--- src/rtl/gsu_pkg.sv ---
package gsu_pkg;

    localparam int unsigned REG_W     = 32;
    localparam int unsigned OFS_OUT   = 0;
    localparam int unsigned OFS_IN    = 1;
    localparam int unsigned OFS_LATCH = 2;
    localparam int unsigned OFS_EVT   = 3;
    localparam int unsigned OFS_INTEN = 4;
    localparam int unsigned OFS_MODE  = 5;
    localparam int unsigned OFS_CFG   = 32;

    typedef enum logic [1:0] {
        SENSE_OFF  = 2'd0,
        SENSE_HIGH = 2'd1,
        SENSE_LOW  = 2'd2,
        SENSE_RSVD = 2'd3
    } sense_e;

    typedef enum logic [1:0] {
        EDGE_NONE = 2'd0,
        EDGE_RISE = 2'd1,
        EDGE_FALL = 2'd2,
        EDGE_ANY  = 2'd3
    } edge_e;

    typedef enum logic {
        DET_DIRECT  = 1'b0,
        DET_LATCHED = 1'b1
    } det_mode_e;

    typedef struct packed {
        edge_e  edge_sel;
        sense_e sense;
        logic   dir;
    } pin_cfg_t;

    localparam int unsigned CFG_W = $bits(pin_cfg_t);

    function automatic logic sense_hit(sense_e mode, logic lvl);
        case (mode)
            SENSE_HIGH: return lvl;
            SENSE_LOW:  return !lvl;
            default:    return 1'b0;
        endcase
    endfunction

    function automatic logic edge_hit(edge_e sel, logic cur, logic prv);
        case (sel)
            EDGE_RISE: return cur && !prv;
            EDGE_FALL: return !cur && prv;
            EDGE_ANY:  return cur != prv;
            default:   return 1'b0;
        endcase
    endfunction

endpackage

--- src/rtl/gsu_sync.sv ---
module gsu_sync #(
    parameter int unsigned WIDTH  = 32,
    parameter int unsigned STAGES = 2
) (
    input  logic             clk,
    input  logic             rst,
    input  logic [WIDTH-1:0] d,
    output logic [WIDTH-1:0] q
);
    logic [WIDTH-1:0] chain [STAGES];

    for (genvar s = 0; s < STAGES; s++) begin : g_stage
        if (s == 0) begin : g_first
            always_ff @(posedge clk) begin
                if (rst) chain[s] <= '0;
                else     chain[s] <= d;
            end
        end else begin : g_next
            always_ff @(posedge clk) begin
                if (rst) chain[s] <= '0;
                else     chain[s] <= chain[s-1];
            end
        end
    end

    assign q = chain[STAGES-1];

endmodule

--- src/rtl/gsu_pin.sv ---
module gsu_pin
    import gsu_pkg::*;
(
    input  logic     clk,
    input  logic     rst,
    input  pin_cfg_t cfg,
    input  logic     lvl,
    input  logic     wr_out,
    input  logic     wr_val,
    input  logic     t_set,
    input  logic     t_clr,
    input  logic     t_tgl,
    output logic     match,
    output logic     evt,
    output logic     out_q
);
    logic prev_q;

    always_ff @(posedge clk) begin
        if (rst) begin
            prev_q <= 1'b0;
            out_q  <= 1'b0;
        end else begin
            prev_q <= lvl;
            if (t_set)       out_q <= 1'b1;
            else if (t_clr)  out_q <= 1'b0;
            else if (t_tgl)  out_q <= ~out_q;
            else if (wr_out) out_q <= wr_val;
        end
    end

    assign match = sense_hit(cfg.sense, lvl);
    assign evt   = edge_hit(cfg.edge_sel, lvl, prev_q);

    AST_RISE_ONLY: assert property (@(posedge clk) disable iff (rst)
        (evt && cfg.edge_sel == EDGE_RISE) |-> (lvl && !$past(lvl)));
    AST_FALL_ONLY: assert property (@(posedge clk) disable iff (rst)
        (evt && cfg.edge_sel == EDGE_FALL) |-> (!lvl && $past(lvl)));
    AST_TASK_SET: assert property (@(posedge clk) disable iff (rst)
        t_set |=> out_q);
    AST_TASK_CLR: assert property (@(posedge clk) disable iff (rst)
        (t_clr && !t_set) |=> !out_q);

endmodule

--- src/rtl/gpio_sense_unit.sv ---
module gpio_sense_unit
    import gsu_pkg::*;
#(
    parameter int unsigned NUM_PINS    = 32,
    parameter int unsigned SYNC_STAGES = 2,
    parameter int unsigned ADDR_W      = 6
) (
    input  logic                clk,
    input  logic                rst,
    input  logic                bus_we,
    input  logic [ADDR_W-1:0]   bus_addr,
    input  logic [REG_W-1:0]    bus_wdata,
    output logic [REG_W-1:0]    bus_rdata,
    input  logic [NUM_PINS-1:0] pin_in,
    output logic [NUM_PINS-1:0] pin_out,
    output logic [NUM_PINS-1:0] pin_oe,
    input  logic [NUM_PINS-1:0] task_set,
    input  logic [NUM_PINS-1:0] task_clr,
    input  logic [NUM_PINS-1:0] task_tgl,
    output logic [NUM_PINS-1:0] evt_pulse,
    output logic                detect,
    output logic                irq
);
    localparam logic [ADDR_W-1:0] A_OUT   = ADDR_W'(OFS_OUT);
    localparam logic [ADDR_W-1:0] A_IN    = ADDR_W'(OFS_IN);
    localparam logic [ADDR_W-1:0] A_LATCH = ADDR_W'(OFS_LATCH);
    localparam logic [ADDR_W-1:0] A_EVT   = ADDR_W'(OFS_EVT);
    localparam logic [ADDR_W-1:0] A_INTEN = ADDR_W'(OFS_INTEN);
    localparam logic [ADDR_W-1:0] A_MODE  = ADDR_W'(OFS_MODE);

    logic [NUM_PINS-1:0] sync_lvl;
    logic [NUM_PINS-1:0] match_v;
    logic [NUM_PINS-1:0] evt_v;
    logic [NUM_PINS-1:0] out_v;
    logic [NUM_PINS-1:0] latch_q;
    logic [NUM_PINS-1:0] evt_q;
    logic [NUM_PINS-1:0] inten_q;
    logic [NUM_PINS-1:0] latch_clr;
    logic [NUM_PINS-1:0] evt_clr;
    det_mode_e           mode_q;
    pin_cfg_t            cfg_q [NUM_PINS];

    logic wr_out, wr_latch, wr_evt, wr_inten, wr_mode;

    assign wr_out   = bus_we && (bus_addr == A_OUT);
    assign wr_latch = bus_we && (bus_addr == A_LATCH);
    assign wr_evt   = bus_we && (bus_addr == A_EVT);
    assign wr_inten = bus_we && (bus_addr == A_INTEN);
    assign wr_mode  = bus_we && (bus_addr == A_MODE);

    assign latch_clr = wr_latch ? bus_wdata[NUM_PINS-1:0] : '0;
    assign evt_clr   = wr_evt   ? bus_wdata[NUM_PINS-1:0] : '0;

    gsu_sync #(
        .WIDTH  (NUM_PINS),
        .STAGES (SYNC_STAGES)
    ) u_sync (
        .clk (clk),
        .rst (rst),
        .d   (pin_in),
        .q   (sync_lvl)
    );

    for (genvar p = 0; p < NUM_PINS; p++) begin : g_pin
        logic cfg_wr;
        assign cfg_wr = bus_we && (bus_addr == ADDR_W'(OFS_CFG + p));

        always_ff @(posedge clk) begin
            if (rst)         cfg_q[p] <= '0;
            else if (cfg_wr) cfg_q[p] <= pin_cfg_t'(bus_wdata[CFG_W-1:0]);
        end

        gsu_pin u_pin (
            .clk    (clk),
            .rst    (rst),
            .cfg    (cfg_q[p]),
            .lvl    (sync_lvl[p]),
            .wr_out (wr_out),
            .wr_val (bus_wdata[p]),
            .t_set  (task_set[p]),
            .t_clr  (task_clr[p]),
            .t_tgl  (task_tgl[p]),
            .match  (match_v[p]),
            .evt    (evt_v[p]),
            .out_q  (out_v[p])
        );

        assign pin_oe[p] = cfg_q[p].dir;
    end

    always_ff @(posedge clk) begin
        if (rst) begin
            latch_q <= '0;
            evt_q   <= '0;
            inten_q <= '0;
            mode_q  <= DET_DIRECT;
        end else begin
            latch_q <= (latch_q & ~latch_clr) | match_v;
            evt_q   <= (evt_q & ~evt_clr) | evt_v;
            if (wr_inten) inten_q <= bus_wdata[NUM_PINS-1:0];
            if (wr_mode)  mode_q  <= det_mode_e'(bus_wdata[0]);
        end
    end

    assign pin_out   = out_v;
    assign evt_pulse = evt_v;
    assign detect    = (mode_q == DET_LATCHED) ? |latch_q : |match_v;
    assign irq       = |(evt_q & inten_q);

    always_comb begin
        bus_rdata = '0;
        case (bus_addr)
            A_OUT:   bus_rdata[NUM_PINS-1:0] = out_v;
            A_IN:    bus_rdata[NUM_PINS-1:0] = sync_lvl;
            A_LATCH: bus_rdata[NUM_PINS-1:0] = latch_q;
            A_EVT:   bus_rdata[NUM_PINS-1:0] = evt_q;
            A_INTEN: bus_rdata[NUM_PINS-1:0] = inten_q;
            A_MODE:  bus_rdata[0]            = mode_q;
            default: begin
                for (int p = 0; p < NUM_PINS; p++) begin
                    if (bus_addr == ADDR_W'(OFS_CFG + p))
                        bus_rdata[CFG_W-1:0] = cfg_q[p];
                end
            end
        endcase
    end

    AST_LATCH_CATCH: assert property (@(posedge clk) disable iff (rst)
        1'b1 |=> ((latch_q & $past(match_v)) == $past(match_v)));
    AST_LATCH_HOLD: assert property (@(posedge clk) disable iff (rst)
        !wr_latch |=> ((latch_q & $past(latch_q)) == $past(latch_q)));
    AST_EVT_PENDING: assert property (@(posedge clk) disable iff (rst)
        1'b1 |=> ((evt_q & $past(evt_v)) == $past(evt_v)));
    AST_IRQ_FOLLOWS: assert property (@(posedge clk) disable iff (rst)
        ((|(evt_v & inten_q)) && !wr_inten) |=> irq);

endmodule

--- config.mk ---
export PLATFORM = sky130hd
export DESIGN_NAME = gpio_sense_unit
export DESIGN_NICKNAME = d
export VERILOG_FILES = /design/src/rtl/gsu_pkg.sv /design/src/rtl/gsu_sync.sv /design/src/rtl/gsu_pin.sv /design/src/rtl/gpio_sense_unit.sv
export SDC_FILE = /design/constraint.sdc
export NUM_CORES = 1
export LEC_CHECK = 0
export ABC_AREA = 1
export BUFFER_PORTS_ARGS = -buffer_cell sky130_fd_sc_hd__buf_4
export CAP_MARGIN = 20
export CORE_ASPECT_RATIO = 1.75
export CORE_MARGIN = 4
export CORE_UTILIZATION = 38
export DETAILED_ROUTE_END_ITERATION = 16
export GPL_TIMING_DRIVEN = 1
export PLACE_DENSITY = 0.69
export SYNTH_ARGS = -nofsm -noshare
export SYNTH_HDL_FRONTEND = slang
export SYNTH_SLANG_ARGS = --single-unit
--- constraint.sdc ---
create_clock -name clk -period 2.5 [get_ports clk]
set_input_delay 0.5 -clock clk [delete_from_list [all_inputs] [get_ports clk]]
set_output_delay 0.5 -clock clk [all_outputs]
set_load 0.03 [all_outputs]
==> results of run 1 <==
## routing by layer
metal,up-vias,share of wire
met5,-,0
met4,0,0.083
met3,267,0.068
met2,861,0.51
met1,9094,0.34
li1,8784,-
## flip-flops by register name (all words and copies together), names as in the netlist
register	cells
cfg_q	160
inten_q	32
latch_q	32
u_sync.chain	64
evt_q	32
g_pin.u_pin.prev_q	32
mode_q	1
g_pin.u_pin.out_q	32
## synth_stat cells, drive strengths merged, types with 2 or more instances
master / n / share of area
nand3: 151 / 0.039
ha: 64 / 0.041
a21oi: 95 / 0.024
or2: 5 / 0.0016
a22oi: 60 / 0.023
nand4: 48 / 0.015
o21ai: 152 / 0.039
edfxtp: 160 / 0.25
clkbuf: 79 / 0.015
nor4: 7 / 0.0022
o21bai: 32 / 0.012
a41oi: 32 / 0.014
nor3: 4 / 0.0010
a211oi: 64 / 0.025
nor2: 377 / 0.074
o21a: 32 / 0.012
buf: 106 / 0.039
a221oi: 9 / 0.0040
nand2: 319 / 0.062
clkinv: 5 / 0.00096
nand3b: 32 / 0.012
a22o: 8 / 0.0036
inv: 298 / 0.057
dfxtp: 225 / 0.23
or4: 2 / 0.00077
## per-stage QoR
step | TNS [ns] | hold WS [ns] | instances | worst slack, ns | utilization
after detailed placement | -16.30 | 0.396 | 3395 | -1.10 | 0.466
after CTS | -9.25 | 0.135 | 3491 | -1.12 | 0.507
after floorplan | -0.413 | 0.388 | 2372 | -0.186 | -
after global routing | -10.53 | 0.149 | 3496 | -1.31 | 0.512
after global placement | -16.09 | 0.391 | 3395 | -1.09 | 0.466
final | -8.20 | 0.149 | 3496 | -1.13 | 0.512
## how the worst max path moves through the flow
stage                                    startpoint      endpoint  slack [ns]  depth (start not counted)
after floorplan                         bus_addr[3]  bus_rdata[0]       -0.19                         20
after global placement                  bus_addr[4]  bus_rdata[0]       -1.09                         20
after detailed placement                bus_addr[4]  bus_rdata[0]       -1.10                         20
after CTS                 cfg_q[0][3]$_SDFFCE_PN0P_  bus_rdata[3]       -1.12                         19
after global routing      cfg_q[0][0]$_SDFFCE_PN0P_  bus_rdata[0]       -1.31                         19
final                     cfg_q[0][0]$_SDFFCE_PN0P_  bus_rdata[0]       -1.13                         19
## power breakdown
part	switching [W]	total [W]	internal [W]
logic	0.00118	0.00201	0.000831
clock network	0.00258	0.00578	0.00319
registers	0.000328	0.00719	0.00686
total	0.00409	0.0150	0.0109
## tightest hold or removal path, cell delays in order
cell and delay (ns):
buf_4 0.07, inv_1 0.03, nor2_1 0.07
## timing repair
item,CTS,global route
setup buffers,21,12
setup endpoints to repair,34,34
gates cloned,5,0
pin swaps,38,54
gates resized for setup,146,69
## area by class of cell
type | count | area, µm²
Clock buffer | 49 | 1040
Clock inverter | 23 | 183
Fill cell | 4686 | 24700
Inverter | 303 | 1160
Multi-Input combinational cell | 1499 | 8520
Sequential cell | 385 | 9310
Tap cell | 666 | 833
Timing Repair Buffer | 571 | 4870
## cells in the final DEF, fill, tap and decap left out, types with 48 or more instances in the layout
| master | Yosys | routed |
|---|---|---|
| buf_6 | 0 | 63 |
| nand2_1 | 317 | 298 |
| nand4_1 | 48 | 48 |
| inv_1 | 287 | 280 |
| nand3_1 | 151 | 124 |
| o21ai_0 | 152 | 152 |
| nor2_1 | 371 | 354 |
| buf_4 | 97 | 479 |
| dfxtp_1 | 225 | 223 |
| edfxtp_1 | 160 | 160 |
| ha_1 | 64 | 64 |
| a211oi_1 | 64 | 64 |
| a21oi_1 | 95 | 95 |
## cell families after synthesis
kind of cell	count (synthesis)	synth area share
DFF	385	0.478
buffers and inverters	488	0.113
AOI/OAI and AO/OA	489	0.160
adders and majority gates	64	0.0411
and+or+nand+nor	946	0.208
==> metrics.txt, run 1 <==
status=complete, but fails checks; failing checks=setup timing; Max stage delay on crit path=0.42 ns; port bufs=298; Starting Density=0.385; sequential fraction of the synthesis area=0.478; Layout Area Growth over Synthesis=33.0%; net count after synthesis=2605; post-route design area=25900 µm²; clock root cell=clkbuf_16; GR Util met3=0.0360; GR Layer Usage met1=0.275; CTS tree=yes; ys async rst share=0; FP Rows=109; hold-fix buffer count after cts=0; hold path depth=3; Top Usage Layer GRT=met2; Worst Slack Setup Final=-1.13 ns; Post-synth EDFFs=160; Final Skew=0.0114 ns; Min-Delay Endpoint=u_sync.chain[0][31]$_SDFF_PP0_; Max Freq=275 MHz; Crit path max-delay family=simple AND/OR/NAND/NOR gates; final WL=74.3 mm; Area after DPL=23600 µm²; die height=308 µm; Critical Path End Type=primary output; vias in the first global route=19300; GPL Wtd Cong=0.985; worst reg2reg path depth=4; # diodes=0; Slew Limit Fails=0; Post-Syn Area=19500 µm²; core area=50600 µm²; vias=19000; All-Layer GR Usage=0.258; power density cells=578 nW/µm²; Final ANT Viol Nets=0; worst r2r src=u_sync.chain[1][10]$_SDFF_PP0_; Wirelength per Cell=21.3 µm; number of antenna violations at the first check in global routing=1; Critical R2R Capture=evt_q[10]$_SDFF_PP0_; Worst Path Max Fanout=2; Num CTS Buffers=39; DRC errors left=0; RSZ-0062 raised after global routing=true; leakage=11.3 nW; cell breakdown of the critical path=nand4_1 > nand2_1 > nor2_1 > nand4_1 > nand2_1 > nand3_1 > nand2_1 > nand4_1 > nand2_1 > nand4_1 > nor2_1 > nand4_1 > nand2_1 > nand4_1 > nand2_1 > nand4_1 > nor2_1 > nand4_1 > buf_6; final HPWL from detailed placement=56.6 mm; Vias/cell=5.44; post-synthesis cell count=2372; worst-skew pair later-pin latency=0.55 ns; H-tree depth=2; grt total ovfl=0; CTS max path bufs=3; Peak VDD IR=0.000474 V; slew margin rel.=0.404; most used cell, CP=nand4_1; drt pass-1 iters=6; first-pass GRT wire length=109 mm; die width=179 µm; min Tclk post-route=3.63 ns; reg-to-reg slack, setup=1.21 ns; drt initial violations=1328; Final period util=1.45; critical path class=reg -> out; Final Power=0.0150 W; Top FF cell, synth=dfxtp_1; Final Hold Vio Count=0; ratio of cells with drive above 1 in the final layout=0.269; Critical Path AT=3.13 ns; Buf/Inv on CP=1; Avg Inst Size Synth=8.22 µm²; Worst EP required=2.00 ns; Worst Max-Slew Pin Slew=0.888 ns; Clock transition at path regs=0.06 ns; #FFs+latches synth=385; CTS sink cnt=385; final setup fails=33; HP Class=in -> reg; maxcap violations=0; hold path startpoint=pin_in[31]; GRT met2 Usage=0.462; # IOs=299; CP Launch Type=flop; largest net degree at the start of global routing=162; die area=55100 µm²; slowest CP cell=edfxtp_1; Netlist cell types=38; final layout net count=3032; Yosys warning total=0
Power figures use the tool's default switching activity.
==> inputs of run 2 (changes only) <==
==> constraint.sdc (replaced) <==
create_clock -name clk -period 2.5 [get_ports clk]
set_input_delay 0.125 -clock clk [delete_from_list [all_inputs] [get_ports clk]]
set_output_delay 0.125 -clock clk [all_outputs]
set_load 0.03 [all_outputs]
==> metrics.txt, run 2 (same netlist as run 1, synthesis figures left out) <==
Max Freq=302 MHz; critical path class=reg -> out; grt total ovfl=0; vias=19000; most used cell, CP=nand4_1; # diodes=0; reg-to-reg slack, setup=0.91 ns; most frequent cells in the layout=440 x buf_4, 358 x nor2_1, 309 x nand2_1; Starting Density=0.385; Sw Share=0.268; Slew Limit Fails=0; crit path to=bus_rdata[2]; top flop regs=cfg_q x160, u_sync.chain x64; vias in the first global route=19400; Final Skew=0.0282 ns; final setup TNS=-3.49 ns; FP Rows=109; critical path depth=19; Clock transition at path regs=0.06 ns; CTS sink cnt=385; worst-skew pair later-pin latency=0.56 ns; Area after DPL=22800 µm²; commonest non-fill, non-tap cell in the layout=buf_4; post-route design area=25600 µm²; Worst Slack Setup Final=-0.809 ns; CTS max path bufs=3; Biggest register=cfg_q; final layout net count=3041; Num CTS Buffers=39; cell breakdown of the critical path=nand4_1 > nand2_1 > nor2_2 > nand4_1 > nand2_1 > nand4_1 > nor2_1 > nand4_1 > nand2_1 > nand4_1 > nand2_1 > nand4_1 > nor2_1 > nand4_1 > nand2_1 > nand4_1 > nand2_1 > nand3_2 > buf_6; max FFs per register=160; GPL Wtd Cong=1.02; # IOs=299; ratio of cells with drive above 1 in the final layout=0.207; switching power=0.00410 W; DRC errors left=0; Peak VDD IR=0.000504 V; worst r2r src=g_pin[8].u_pin.out_q$_SDFFE_PP0P_; status=complete, but fails checks; Crit path max-delay family=simple AND/OR/NAND/NOR gates; final HPWL from detailed placement=55.7 mm; combinational power share=0.133; All-Layer GR Usage=0.263; first-pass GRT wire length=111 mm; drt initial violations=1536; slowest CP cell=edfxtp_1; Worst Max-Slew Pin Slew=0.815 ns; share of power burned in the clock network=0.397; Worst Path Max Fanout=2; Critical R2R Capture=g_pin[8].u_pin.out_q$_SDFFE_PP0P_; CP Launch Type=flop; final setup fails=7; Vias/cell=5.42; Worst EP required=2.38 ns; power density cells=598 nW/µm²; Critical Path AT=3.18 ns; number of antenna violations at the first check in global routing=0; clock root cell=clkbuf_16; slew margin rel.=0.451; fill count=4733; maxcap violations=0; Final ANT Viol Nets=0; Reg power frac=0.470; final WL=74.9 mm; failing checks=setup timing; die area=55100 µm²; leakage=11.0 nW; CP startpoint=cfg_q[0][2]$_SDFFCE_PN0P_; worst reg2reg path depth=4; Critical Path End Type=primary output; Max stage delay on crit path=0.39 ns; P_int=0.0112 W; Layout Area Growth over Synthesis=31.3%; min Tclk post-route=3.31 ns; port bufs=298; H-tree depth=2; core area=50600 µm²; Final period util=1.32; die width=179 µm; drt pass-1 iters=5; Buf/Inv on CP=1; Final Hold Vio Count=0; HP Class=in -> reg; die height=308 µm; Wirelength per Cell=21.4 µm; CTS tree=yes; largest net degree at the start of global routing=162; RSZ-0062 raised after global routing=true
==> run 2: worst register-to-register path, stage by stage (launching register included) <==
cell and delay [ns]:
dfxtp_1 0.40, a211oi_1 0.24, a211oi_1 0.07, o21a_1 0.19
dlygate4sd3_1 0.56
==> run 2: routing by layer <==
| layer | vias to the layer above | track usage | share of wire |
|---|---|---|---|
| met4 | 0 | 0.168 | 0.073 |
| li1 | 8804 | - | - |
| met1 | 9087 | 0.278 | 0.34 |
| met3 | 242 | 0.0364 | 0.066 |
| met5 | - | 0 | 0 |
| met2 | 867 | 0.480 | 0.52 |
==> run 2: stage by stage <==
step                      instances  setup slack, ns  power [W]  hold slack (ns)   util
final                          3505           -0.809     0.0153           0.0280  0.506
after global routing           3505           -0.911     0.0158           0.0388  0.506
after CTS                      3503           -0.788     0.0153          0.00222  0.504
after detailed placement       3305           -0.405    0.00913            0.334  0.451
after global placement         3305           -0.406    0.00909            0.328  0.451
after floorplan                2372            0.564    0.00821            0.232      -
==> run 2: area by class of cell <==
| cell class | instances | area [µm²] | area share |
|---|---|---|---|
| well taps | 666 | 833 | 0.0326 |
| flip-flops and latches | 385 | 9310 | 0.364 |
| repair buffers | 580 | 4810 | 0.188 |
| clock buffers | 51 | 1110 | 0.0436 |
| clock inverters | 21 | 201 | 0.00787 |
| inverters | 303 | 1140 | 0.0445 |
| multi-input cells | 1499 | 8170 | 0.319 |
==> run 2: power groups by stage <==
| stage | clock network [W] | registers (W) | logic (W) |
|---|---|---|---|
| 6_report | 0.00608 | 0.00720 | 0.00203 |
| 5_1_grt | 0.00636 | 0.00722 | 0.00218 |
| 4_1_cts | 0.00613 | 0.00719 | 0.00201 |
| 3_5_place_dp | 0 | 0.00732 | 0.00181 |
| 3_3_place_gp | 0 | 0.00731 | 0.00178 |
| 2_1_floorplan | 0 | 0.00716 | 0.00105 |
==> run 2: worst min-delay path by stage <==
stage,start,to,depth (start not counted),slack [ns]
floorplan,pin_in[0],u_sync.chain[0][0]$_SDFF_PP0_,2,0.23
global placement,pin_in[31],u_sync.chain[0][31]$_SDFF_PP0_,3,0.33
detailed placement,pin_in[18],u_sync.chain[0][18]$_SDFF_PP0_,3,0.33
CTS,rst,inten_q[8]$_SDFFE_PP0P_,4,0.002
global route,rst,inten_q[8]$_SDFFE_PP0P_,4,0.04
finish,rst,inten_q[8]$_SDFFE_PP0P_,4,0.03
==> run 2: what timing repair did <==
item                                    in CTS  in global routing
hold buffers                               123                  0
endpoints found under the hold margin      102                  0
pin swaps                                   12                  8
resized for setup                           35                 14
setup buffers                                3                  2
endpoints found under the setup margin       7                 34
